**config.mk**
```make
export PLATFORM = sky130hd
export DESIGN_NAME = clkloss_rcvr
export DESIGN_NICKNAME = d
export VERILOG_FILES = /design/src/rtl/clkloss_pkg.sv /design/src/rtl/clkloss_qual_cnt.sv /design/src/rtl/clkloss_flag.sv /design/src/rtl/clkloss_fsm.sv /design/src/rtl/clkloss_rcvr.sv
export SDC_FILE = /design/constraint.sdc
export NUM_CORES = 1
export LEC_CHECK = 0
export BUFFER_PORTS_ARGS = -buffer_cell sky130_fd_sc_hd__buf_4
export CAP_MARGIN = 10
export CORE_MARGIN = 3
export CORE_UTILIZATION = 25
export DETAILED_ROUTE_END_ITERATION = 12
export SKIP_CTS_REPAIR_TIMING = 1
export SYNTH_ARGS = -nofsm -noshare
export SYNTH_HDL_FRONTEND = slang
export SYNTH_HIERARCHICAL = 1
export SYNTH_SLANG_ARGS = --single-unit
```
**constraint.sdc**
```tcl
create_clock -name clk -period 3.2 [get_ports clk]
set_input_delay 0.64 -clock clk [delete_from_list [all_inputs] [get_ports clk]]
set_output_delay 0.64 -clock clk [all_outputs]
set_load 0.01 [all_outputs]
```
**src/rtl/clkloss_pkg.sv**
```systemverilog
package clkloss_pkg;

  typedef enum logic [1:0] {
    ST_RUN      = 2'd0,
    ST_PSTOP    = 2'd1,
    ST_PSTOP_SC = 2'd2,
    ST_RUN_SC   = 2'd3
  } cl_state_e;

  typedef struct packed {
    logic vreg;
    logic pll;
    logic scm;
    logic sel;
    logic pstop;
  } cl_lvl_t;

  function automatic cl_lvl_t cl_decode(cl_state_e s);
    cl_lvl_t l;
    l = '0;
    case (s)
      ST_PSTOP:    l.pstop = 1'b1;
      ST_PSTOP_SC: begin
        l.vreg  = 1'b1;
        l.pll   = 1'b1;
        l.scm   = 1'b1;
        l.pstop = 1'b1;
      end
      ST_RUN_SC:   begin
        l.vreg = 1'b1;
        l.pll  = 1'b1;
        l.scm  = 1'b1;
        l.sel  = 1'b1;
      end
      default:     l = '0;
    endcase
    return l;
  endfunction

endpackage

```
**src/rtl/clkloss_qual_cnt.sv**
```systemverilog
module clkloss_qual_cnt #(
  parameter int unsigned QCHK_CYCLES = 4096
) (
  input  logic clk,
  input  logic rst_n,
  input  logic active,
  input  logic fail,
  input  logic tick,
  output logic qpass
);
  localparam int unsigned CW = (QCHK_CYCLES > 1) ? $clog2(QCHK_CYCLES) : 1;
  localparam logic [CW-1:0] LAST = CW'(QCHK_CYCLES - 1);

  logic [CW-1:0] cnt_q, cnt_d;
  logic          cnt_en;
  logic          at_last;

  assign cnt_en  = active & tick & ~fail;
  assign at_last = (cnt_q == LAST);
  assign qpass   = cnt_en & at_last;

  always_comb begin
    cnt_d = cnt_q;
    if (!active || fail) begin
      cnt_d = '0;
    end else if (cnt_en) begin
      cnt_d = at_last ? '0 : cnt_q + CW'(1);
    end
  end

  always_ff @(posedge clk or negedge rst_n) begin
    if (!rst_n) begin
      cnt_q <= '0;
    end else begin
      cnt_q <= cnt_d;
    end
  end
endmodule

```
**src/rtl/clkloss_flag.sv**
```systemverilog
module clkloss_flag (
  input  logic clk,
  input  logic rst_n,
  input  logic set,
  input  logic clr,
  input  logic irq_en,
  output logic flag,
  output logic irq
);
  logic flag_q, flag_d;
  logic irq_q, irq_d;

  always_comb begin
    flag_d = flag_q;
    if (set) begin
      flag_d = 1'b1;
    end else if (clr) begin
      flag_d = 1'b0;
    end
    irq_d = flag_d & irq_en;
  end

  always_ff @(posedge clk or negedge rst_n) begin
    if (!rst_n) begin
      flag_q <= 1'b0;
      irq_q  <= 1'b0;
    end else begin
      flag_q <= flag_d;
      irq_q  <= irq_d;
    end
  end

  assign flag = flag_q;
  assign irq  = irq_q;
endmodule

```
**src/rtl/clkloss_fsm.sv**
```systemverilog
module clkloss_fsm
  import clkloss_pkg::*;
(
  input  logic clk,
  input  logic rst_n,
  input  logic mon_en,
  input  logic scm_en,
  input  logic cm_fail,
  input  logic pstop_req,
  input  logic wake_req,
  input  logic ext_rst_req,
  input  logic qpass,
  output logic flag_set,
  output logic vreg_en,
  output logic pll_en,
  output logic scm_act,
  output logic sysclk_sel,
  output logic in_pstop,
  output logic cm_rst_req,
  output logic rst_seq_start
);
  cl_state_e state_q, state_d;
  cl_lvl_t   lvl_q, lvl_d;
  logic      cmrst_q, cmrst_d;
  logic      rseq_q, rseq_d;
  logic      exit_req;

  assign exit_req = wake_req | ext_rst_req;

  always_comb begin
    state_d  = state_q;
    cmrst_d  = 1'b0;
    flag_set = 1'b0;
    rseq_d   = ext_rst_req;
    case (state_q)
      ST_RUN: begin
        if (pstop_req) state_d = ST_PSTOP;
      end
      ST_PSTOP: begin
        if (exit_req) begin
          state_d = ST_RUN;
        end else if (cm_fail && mon_en) begin
          if (scm_en) begin
            state_d  = ST_PSTOP_SC;
            flag_set = 1'b1;
          end else begin
            state_d = ST_RUN;
            cmrst_d = 1'b1;
          end
        end
      end
      ST_PSTOP_SC: begin
        if (exit_req) begin
          state_d = qpass ? ST_RUN : ST_RUN_SC;
        end else if (qpass) begin
          state_d = ST_PSTOP;
        end
      end
      ST_RUN_SC: begin
        if (qpass) state_d = ST_RUN;
      end
      default: state_d = ST_RUN;
    endcase
    lvl_d = cl_decode(state_d);
  end

  always_ff @(posedge clk or negedge rst_n) begin
    if (!rst_n) begin
      state_q <= ST_RUN;
      lvl_q   <= '0;
      cmrst_q <= 1'b0;
      rseq_q  <= 1'b0;
    end else begin
      state_q <= state_d;
      lvl_q   <= lvl_d;
      cmrst_q <= cmrst_d;
      rseq_q  <= rseq_d;
    end
  end

  assign vreg_en       = lvl_q.vreg;
  assign pll_en        = lvl_q.pll;
  assign scm_act       = lvl_q.scm;
  assign sysclk_sel    = lvl_q.sel;
  assign in_pstop      = lvl_q.pstop;
  assign cm_rst_req    = cmrst_q;
  assign rst_seq_start = rseq_q;
endmodule

```
**src/rtl/clkloss_rcvr.sv**
```systemverilog
module clkloss_rcvr #(
  parameter int unsigned QCHK_CYCLES = 4096
) (
  input  logic clk,
  input  logic rst_n,
  input  logic mon_en,
  input  logic scm_en,
  input  logic scm_irq_en,
  input  logic cm_fail,
  input  logic osc_tick,
  input  logic pstop_req,
  input  logic wake_req,
  input  logic ext_rst_req,
  input  logic flag_clr,
  output logic vreg_en,
  output logic pll_en,
  output logic scm_act,
  output logic sysclk_sel,
  output logic in_pstop,
  output logic scm_flag,
  output logic scm_irq,
  output logic cm_rst_req,
  output logic rst_seq_start
);
  logic qpass;
  logic flag_set;

  clkloss_qual_cnt #(.QCHK_CYCLES(QCHK_CYCLES)) qual_i (
    .clk    (clk),
    .rst_n  (rst_n),
    .active (scm_act),
    .fail   (cm_fail),
    .tick   (osc_tick),
    .qpass  (qpass)
  );

  clkloss_fsm fsm_i (
    .clk           (clk),
    .rst_n         (rst_n),
    .mon_en        (mon_en),
    .scm_en        (scm_en),
    .cm_fail       (cm_fail),
    .pstop_req     (pstop_req),
    .wake_req      (wake_req),
    .ext_rst_req   (ext_rst_req),
    .qpass         (qpass),
    .flag_set      (flag_set),
    .vreg_en       (vreg_en),
    .pll_en        (pll_en),
    .scm_act       (scm_act),
    .sysclk_sel    (sysclk_sel),
    .in_pstop      (in_pstop),
    .cm_rst_req    (cm_rst_req),
    .rst_seq_start (rst_seq_start)
  );

  clkloss_flag flag_i (
    .clk    (clk),
    .rst_n  (rst_n),
    .set    (flag_set),
    .clr    (flag_clr),
    .irq_en (scm_irq_en),
    .flag   (scm_flag),
    .irq    (scm_irq)
  );
endmodule

```
==> run metrics, run 1 <==
status complete, no violations; PnR worst setup slack 0.744 ns; Synth async-reset ratio 1.00; TritonCTS clock tree built; Final setup violation count 0; routed wl met3 between 100 and 150 um; root buffer cell clkbuf_8; Non-Filler Instances between 150 and 200; Placer Congestion 0.786; Yosys reg bits 21; I/O pin cnt 20; most numerous cell in the Yosys netlist dfrtp_1; row cnt 23; max-slew violations 0; Compound-Gate Fraction of Synth Area 0.167; Synth Area in Simple Gates 0.234; Post-Route WL just over 2000 um; DRT Pass-1 Iters 4; post-synth cell types 39; hpwl dp 1560 um; area occupied by multi-input gates ~530 sq um; vias in the first global route around 850; number of synthesized flops with an enable pin 0; P&R area growth vs syn 19.0%; Worst Path Arrival 2.60 ns; critical path class reg -> reg; htree depth 1; Post-Synth Adder-Cell Area 0.0225; DR vias between 800 and 900; Required @ worst endpoint 3.34 ns; Placement Setup Slack about 0.71 ns; Hold Vio Cnt, Final 0; Die X 72.7 um; port bufs 19; post-synthesis mux area share 0.0135; RSZ-0062 raised after global routing no; first-pass GRT wire length 3590 um; post-DR vias/cell approximately 5; Core Area 4140 sq um; Post-Synth XOR/XNOR Area 0.0393; MaxCap Viol Count 0; Worst Setup End Kind flop; Peak VDD IR about 0.00038 V; total negative slack 0 ns; placed insts 165; slew margin rel. 0.652; Power Dens Cells approximately 530 nW/um^2; Post-DP Area 1280 sq um; Num CTS Buffers 3; Met2 Wirelength 1030 um; DRT met1 WL ~910 um; period utilization 0.767; main combinational cell family by area after synthesis simple AND/OR/NAND/NOR gates; final net count 133; fraction of layout instances using a drive strength above 1 0.277; top post-synthesis cells by area dfrtp_1 47%, xor2_1 3.9%, a41oi_2 2.9%; synthesized area 1110 sq um; Mean Syn Cell Area 10.9 sq um; Core Util, Final 0.320; Slew @ Worst Pin approximately 0.52 ns; share of the synthesized area in the top cell type 0.472; FF/Latch Area 526 sq um; die footprint 5290 sq um; Initial Utilization 0.269; cell area after layout 1330 sq um; static leakage just over 0.6 nW; Skew-Pair Late Insertion Delay between 0.2 and 0.3 ns; area leader, netlist dfrtp_1; Tmin final between 2 and 2.5 ns; Iteration-0 DRC Markers 5; maximum root-to-sink buffer count 2; clock sinks 21; crit path launch type flop; post-synth net total between 100 and 150; WL/cell 12.3 um; gr ovfl total 0; Gate Count Post-Synth between 100 and 150; Synth top cells by count 21 x dfrtp_1, 8 x nor2_1, 6 x nand3_1; DIE HEIGHT 72.7 um; crit path max fanout 7; Clock Skew 0.00433 ns; ANT cells 0; Synth Flop Type dfrtp_1; overall routing resource usage 0.0844; Clock transition at path regs 0.07 ns; DRC viols 0; Fill cells between 400 and 500; synthesis warning total 6; largest net degree at the start of global routing 22; post-synthesis sequential area ratio 0.472; Peak Freq 407 MHz; post-route antenna net violation count 0; min-delay worst type in -> async; initial antenna violation count 0; top routing layer in use met4
-- cell usage in the layout, fill, tap and decap left out, drive strengths merged, types with 4 or more instances in the layout --
| cell | n |
|---|---|
| nor2 | 8 |
| inv | 5 |
| dfrtp | 21 |
| nor3 | 4 |
| nand3 | 6 |
| a21oi | 4 |
| clkbuf | 4 |
| xor2 | 5 |
| nand2 | 5 |
| buf | 19 |
-- metrics by stage --
stage          hold slack [ns]  total power [mW]
2_1_floorplan            0.344             0.468
3_3_place_gp             0.517             0.543
3_5_place_dp             0.532             0.545
4_1_cts                  0.260             0.722
5_1_grt                  0.266             0.755
6_report                 0.254             0.705
-- cell families (layout without fill, tap and decap cells) --
group,after synthesis,count (layout)
AND/OR/NAND/NOR,42,42
adder cells (fa/ha/maj),2,2
AO/OA/AOI/OAI,20,20
buffers and inverters,11,28
flip-flops,21,21
multiplexers,1,1
XOR/XNOR,5,5
-- routing by layer --
metal | up-vias | global-route usage
li1 | 402 | -
met1 | 398 | 0.104
met2 | 26 | 0.146
met3 | 2 | 0.0193
met4 | 0 | 0.0246
met5 | - | 0
-- flip-flops by register name (all words and copies together) (netlist names) --
register,flops
flag_i/flag,1
flag_i/irq,1
fsm_i/sysclk_sel,1
fsm_i/state_q,2
fsm_i/in_pstop,1
fsm_i/pll_en,1
qual_i/cnt_q,12
fsm_i/rst_seq_start,1
fsm_i/cm_rst_req,1
-- path summary, 6_finish.rpt --
kind / from / depth (start not counted) / endpoint / slack [ns]
max in group asynchronous: rst_n / 1 / qual_i/cnt_q[4]$_DFFE_PN0P_ / 2.73
min reg2reg: qual_i/cnt_q[9]$_DFFE_PN0P_ / 1 / qual_i/cnt_q[9]$_DFFE_PN0P_ / 0.55
max: qual_i/cnt_q[0]$_DFFE_PN0P_ / 10 / fsm_i/pll_en$_DFF_PN0_ / 0.74
max reg2reg: qual_i/cnt_q[0]$_DFFE_PN0P_ / 10 / fsm_i/pll_en$_DFF_PN0_ / 0.74
min in group clk: ext_rst_req / 1 / fsm_i/rst_seq_start$_DFF_PN0_ / 0.53
min: rst_n / 1 / fsm_i/state_q[1]$_DFF_PN0_ / 0.25
-- final cells by class --
type,instances,share of cell area
clock buffer,4,0.0340
sequential,21,0.397
multi-input combinational,70,0.400
tap,50,0.0472
timing repair buffer,19,0.108
inverter,5,0.0142
-- where the power goes --
part | switching, mW | internal, mW
registers | 0.0331 | 0.302
logic | 0.103 | 0.0969
clock network | 0.0822 | 0.0886
-- worst max-delay path, cell delays in order (launching register included) --
cell     delay [ns]
dfrtp_1        0.45
ha_1           0.21
and4_1         0.30
nand4_2        0.21
nor3_1         0.26
nor2b_1        0.11
mux2_4         0.29
or2_1          0.23
ha_1           0.18
inv_1          0.06
o31ai_2        0.05
Note: power is estimated with default switching activity, not from simulation.
==> inputs of run 2 (changes only) <==
==> constraint.sdc (replaced) <==
create_clock -name clk -period 2.1 [get_ports clk]
set_input_delay 0.42 -clock clk [delete_from_list [all_inputs] [get_ports clk]]
set_output_delay 0.42 -clock clk [all_outputs]
set_load 0.01 [all_outputs]
==> run metrics, run 2 (synthesis gave the netlist of run 1 again) <==
row cnt 23; die footprint 5290 sq um; MaxCap Viol Count 0; reg2reg end fsm_i/pll_en$_DFF_PN0_; htree depth 1; period utilization 0.947; placed insts 178; CP Launch Point qual_i/cnt_q[0]$_DFFE_PN0P_; Tmin final 1.99 ns; DR vias 885; DRC viols 0; max reg flops 12; R2R cell count 10; Post-Route WL ~2300 um; Num CTS Buffers 3; WL/cell 12.6 um; Fill cells about 430; Power Dens Cells around 770 nW/um^2; Non-Filler Instances about 180; Peak Freq 503 MHz; status complete, no violations; vias in the first global route 907; port bufs 19; P&R area growth vs syn 30.7%; DIE HEIGHT about 73 um; clock sinks 21; Peak VDD IR 0.000542 V; R2R Path Start qual_i/cnt_q[0]$_DFFE_PN0P_; Final setup violation count 0; largest register by flop count qual_i/cnt_q; CP cell instances ha_2 > and4_4 > nand4_4 > nor3_4 > nor2b_1 > mux2_4 > or2_1 > ha_1 > inv_1 > o31ai_2; PnR worst setup slack 0.111 ns; Initial Utilization 0.269; maximum root-to-sink buffer count 2; total negative slack 0 ns; commonest non-fill, non-tap cell in the layout buf_4; Core Area 4140 sq um; ANT cells 0; hpwl dp 1740 um; post-DR vias/cell between 4 and 5; static leakage 0.688 nW; Post-DP Area roughly 1400 sq um; critical path class reg -> reg; Worst Path Arrival 2.14 ns; TritonCTS clock tree built; Clock Skew 0.00937 ns; Crit-path slowest cell dfrtp_1; Slew @ Worst Pin 0.302 ns; Placement Setup Slack 0.0391 ns; r2r setup slk roughly 0.11 ns; overall routing resource usage 0.0976; first-pass GRT wire length 4060 um; Largest regs qual_i/cnt_q x12, fsm_i/state_q x2; Worst Setup End Kind flop; largest net degree at the start of global routing 22; max-slew violations 0; max incr delay on CP 0.37 ns; crit path launch type flop; most frequent cells in the layout 33 x buf_4, 21 x dfrtp_1, 8 x nor2_1; DRT Pass-1 Iters 4; Clock transition at path regs 0.08 ns; I/O pin cnt 20; post-route antenna net violation count 0; Die X 72.7 um; root buffer cell clkbuf_8; RSZ-0062 raised after global routing no; fraction of layout instances using a drive strength above 1 0.376; crit path max fanout 2; Iteration-0 DRC Markers 15; crit path to fsm_i/pll_en$_DFF_PN0_; cell area after layout 1460 sq um; Skew-Pair Late Insertion Delay 0.26 ns; Hold Vio Cnt, Final 0; initial antenna violation count 0; Required @ worst endpoint between 2 and 2.5 ns; min-delay worst type in -> async; slew margin rel. 0.798; final net count 147; Placer Congestion between 0.7 and 0.8; gr ovfl total 0; worst hold slack 0.0270 ns
[run 2: worst min path at each step]
stage                                          endpoint  depth (start not counted)  slack (ns)  start
after floorplan                   flag_i/flag$_DFF_PN0_                          0        0.12  rst_n
after global routing         fsm_i/state_q[0]$_DFF_PN0_                          1        0.04  rst_n
after global placement    fsm_i/rst_seq_start$_DFF_PN0_                          1        0.32  rst_n
after detailed placement  fsm_i/rst_seq_start$_DFF_PN0_                          1        0.32  rst_n
final                        fsm_i/state_q[0]$_DFF_PN0_                          1        0.03  rst_n
after CTS                    fsm_i/state_q[0]$_DFF_PN0_                          1        0.04  rst_n
[run 2: final cells by class]
| class | instances | area (sq um) | share of cell area |
|---|---|---|---|
| Multi-Input combinational cell | 70 | 556 | 0.382 |
| Clock buffer | 4 | 45.0 | 0.0310 |
| Timing Repair Buffer | 33 | 248 | 0.170 |
| Inverter | 5 | 18.8 | 0.0129 |
| Tap cell | 50 | 62.6 | 0.0430 |
| Sequential cell | 21 | 526 | 0.361 |
[run 2: worst max-delay path, delay by kind of cell (launching register included)]
kind / cells / cell delay [ns]
buffers and inverters: 1 / 0.06
AOI/OAI and AO/OA: 1 / 0.06
and+or+nand+nor: 5 / 0.75
DFF: 1 / 0.37
muxes: 1 / 0.27
adders and majority gates: 2 / 0.38
[run 2: stage by stage]
step / utilization / power [mW]
after global routing: 0.351 / 1.20
after CTS: 0.348 / 1.13
after global placement: 0.337 / 0.856
after detailed placement: 0.337 / 0.866
final: 0.351 / 1.12
after floorplan: - / 0.715
[run 2: routing by layer]
metal,track usage,routed length (um)
met5,0,0
met4,0.0389,33
met3,0.0220,136
met2,0.153,1060
met1,0.130,1070
[run 2: report_power, final]
group | leakage, nW | total [mW] | switching [mW] | internal [mW]
sequential | 0.281 | 0.510 | 0.0504 | 0.460
clock | 0.0228 | 0.264 | 0.129 | 0.135
combinational | 0.384 | 0.346 | 0.172 | 0.175
==> inputs of run 3 (changes only) <==
--- a/config.mk
+++ b/config.mk
@@ -5,11 +5,12 @@
 export SDC_FILE = /design/constraint.sdc
 export NUM_CORES = 1
 export LEC_CHECK = 0
-export BUFFER_PORTS_ARGS = -buffer_cell sky130_fd_sc_hd__buf_4
+export BUFFER_PORTS_ARGS = -buffer_cell sky130_fd_sc_hd__clkbuf_2
 export CAP_MARGIN = 10
-export CORE_MARGIN = 3
-export CORE_UTILIZATION = 25
+export CORE_MARGIN = 2
+export CORE_UTILIZATION = 48
 export DETAILED_ROUTE_END_ITERATION = 12
+export PLACE_DENSITY = 0.73
 export SKIP_CTS_REPAIR_TIMING = 1
 export SYNTH_ARGS = -nofsm -noshare
 export SYNTH_HDL_FRONTEND = slang
==> run metrics, run 3 (synthesis gave the netlist of run 1 again) <==
status complete, no violations; row cnt 17; final net count 145; crit path max fanout 4; I/O pin cnt 20; Design Power 0.982 mW; Int Pwr 0.660 mW; RSZ-0062 raised after global routing no; WL/cell 13.6 um; Slew @ Worst Pin ~0.51 ns; logic gate share of total power 0.296; Core Area ~2200 sq um; Tmin final 2.01 ns; reg2reg end fsm_i/pll_en$_DFF_PN0_; Peak VDD IR 0.000714 V; Initial Utilization 0.503; Peak Freq approximately 500 MHz; cell area after layout 1350 sq um; maximum root-to-sink buffer count 2; htree depth 1; DIE HEIGHT between 50 and 60 um; largest register by flop count qual_i/cnt_q; Largest regs qual_i/cnt_q x12, fsm_i/state_q x2; max-slew violations 0; clock power share 0.190; r2r setup slk 0.09 ns; die footprint approximately 2700 sq um; largest net degree at the start of global routing 22; Placer Congestion 0.789; MaxCap Viol Count 0; DR vias between 800 and 900; switching share of power 0.328; Seq pwr share 0.513; DRT Pass-1 Iters 5; most frequent cells in the layout 21 x dfrtp_1, 19 x clkbuf_2, 12 x buf_4; Hold Vio Cnt, Final 0; commonest non-fill, non-tap cell in the layout dfrtp_1; Iteration-0 DRC Markers 21; DRC viols 0; Worst Path Arrival 2.20 ns; period utilization 0.957; hpwl dp 1650 um; sw power around 0.32 mW; Clock transition at path regs 0.11 ns; Final setup violation count 0; gr ovfl total 0; Die X 52.2 um; Skew-Pair Late Insertion Delay 0.29 ns; ANT cells 0; slew margin rel. 0.657; placed insts 154; static leakage 0.657 nW; min-delay worst type in -> async; total negative slack 0 ns; fraction of layout instances using a drive strength above 1 0.366; overall routing resource usage 0.188; crit path launch type flop; TritonCTS clock tree built; Clock Skew between 0.0008 and 0.0009 ns; Non-Filler Instances 159; first-pass GRT wire length approximately 3700 um; Core Util, Final 0.609; R2R Path Start qual_i/cnt_q[1]$_DFFE_PN0P_; clock sinks 21; Post-DP Area about 1300 sq um; critical path class reg -> reg; post-DR vias/cell approximately 5.5; R2R cell count 10; Num CTS Buffers 3; root buffer cell clkbuf_4; Worst Setup End Kind flop; vias in the first global route 845; Required @ worst endpoint 2.29 ns; port bufs 19; Fill cells between 150 and 200; Post-Route WL between 2000 and 2500 um; post-route antenna net violation count 0; Power Dens Cells around 730 nW/um^2; initial antenna violation count 0; max reg flops 12; P&R area growth vs syn 20.9%
-- run 3: worst max-delay path by stage --
stage                                start                       end  slack (ns)  cells after the start
2_1_floorplan  qual_i/cnt_q[0]$_DFFE_PN0P_  fsm_i/in_pstop$_DFF_PN0_       -0.02                      9
3_3_place_gp   qual_i/cnt_q[0]$_DFFE_PN0P_  fsm_i/in_pstop$_DFF_PN0_        0.08                      9
3_5_place_dp   qual_i/cnt_q[0]$_DFFE_PN0P_    fsm_i/pll_en$_DFF_PN0_        0.05                     10
4_1_cts        qual_i/cnt_q[1]$_DFFE_PN0P_    fsm_i/pll_en$_DFF_PN0_        0.01                     10
5_1_grt        qual_i/cnt_q[0]$_DFFE_PN0P_    fsm_i/pll_en$_DFF_PN0_      0.0009                     10
6_report       qual_i/cnt_q[1]$_DFFE_PN0P_    fsm_i/pll_en$_DFF_PN0_        0.09                     10
-- run 3: critical path, cell delays in order (launching register included) --
cell and delay (ns):
dfrtp_1 0.38, ha_2 0.20, and4_4 0.23, nand4_4 0.09, nor3_4 0.13, nor2b_1 0.09, mux2_4 0.29, or2_1 0.21
ha_1 0.17, inv_1 0.06, o31ai_2 0.05
-- run 3: power by group through the flow --
stage	sequential, mW	clock (mW)	combinational, mW
3_5_place_dp	0.513	0	0.290
6_report	0.504	0.187	0.291
4_1_cts	0.505	0.196	0.292
3_3_place_gp	0.510	0	0.287
2_1_floorplan	0.523	0	0.192
5_1_grt	0.512	0.217	0.324
-- run 3: final cells by class --
cell class,count,area (sq um),area share
Inverter,5,18.8,0.0139
Multi-Input combinational cell,70,556,0.413
Timing Repair Buffer,31,185,0.138
Clock buffer,4,26.3,0.0195
Sequential cell,21,526,0.390
Tap cell,28,35.0,0.0260
-- run 3: metrics by stage --
stage	hold WS (ns)	setup WS (ns)
after floorplan	0.124	-0.0159
after global placement	0.420	0.0827
after detailed placement	0.418	0.0456
after CTS	0.0831	0.0144
after global routing	0.0952	0.000895
final	0.0720	0.0913
-- run 3: layer usage --
layer	vias up	part of all wire	global-route usage
li1	425	-	-
met1	420	0.45	0.225
met2	19	0.50	0.312
met3	4	0.037	0.0603
met4	0	0.014	0.0726
met5	-	0	0
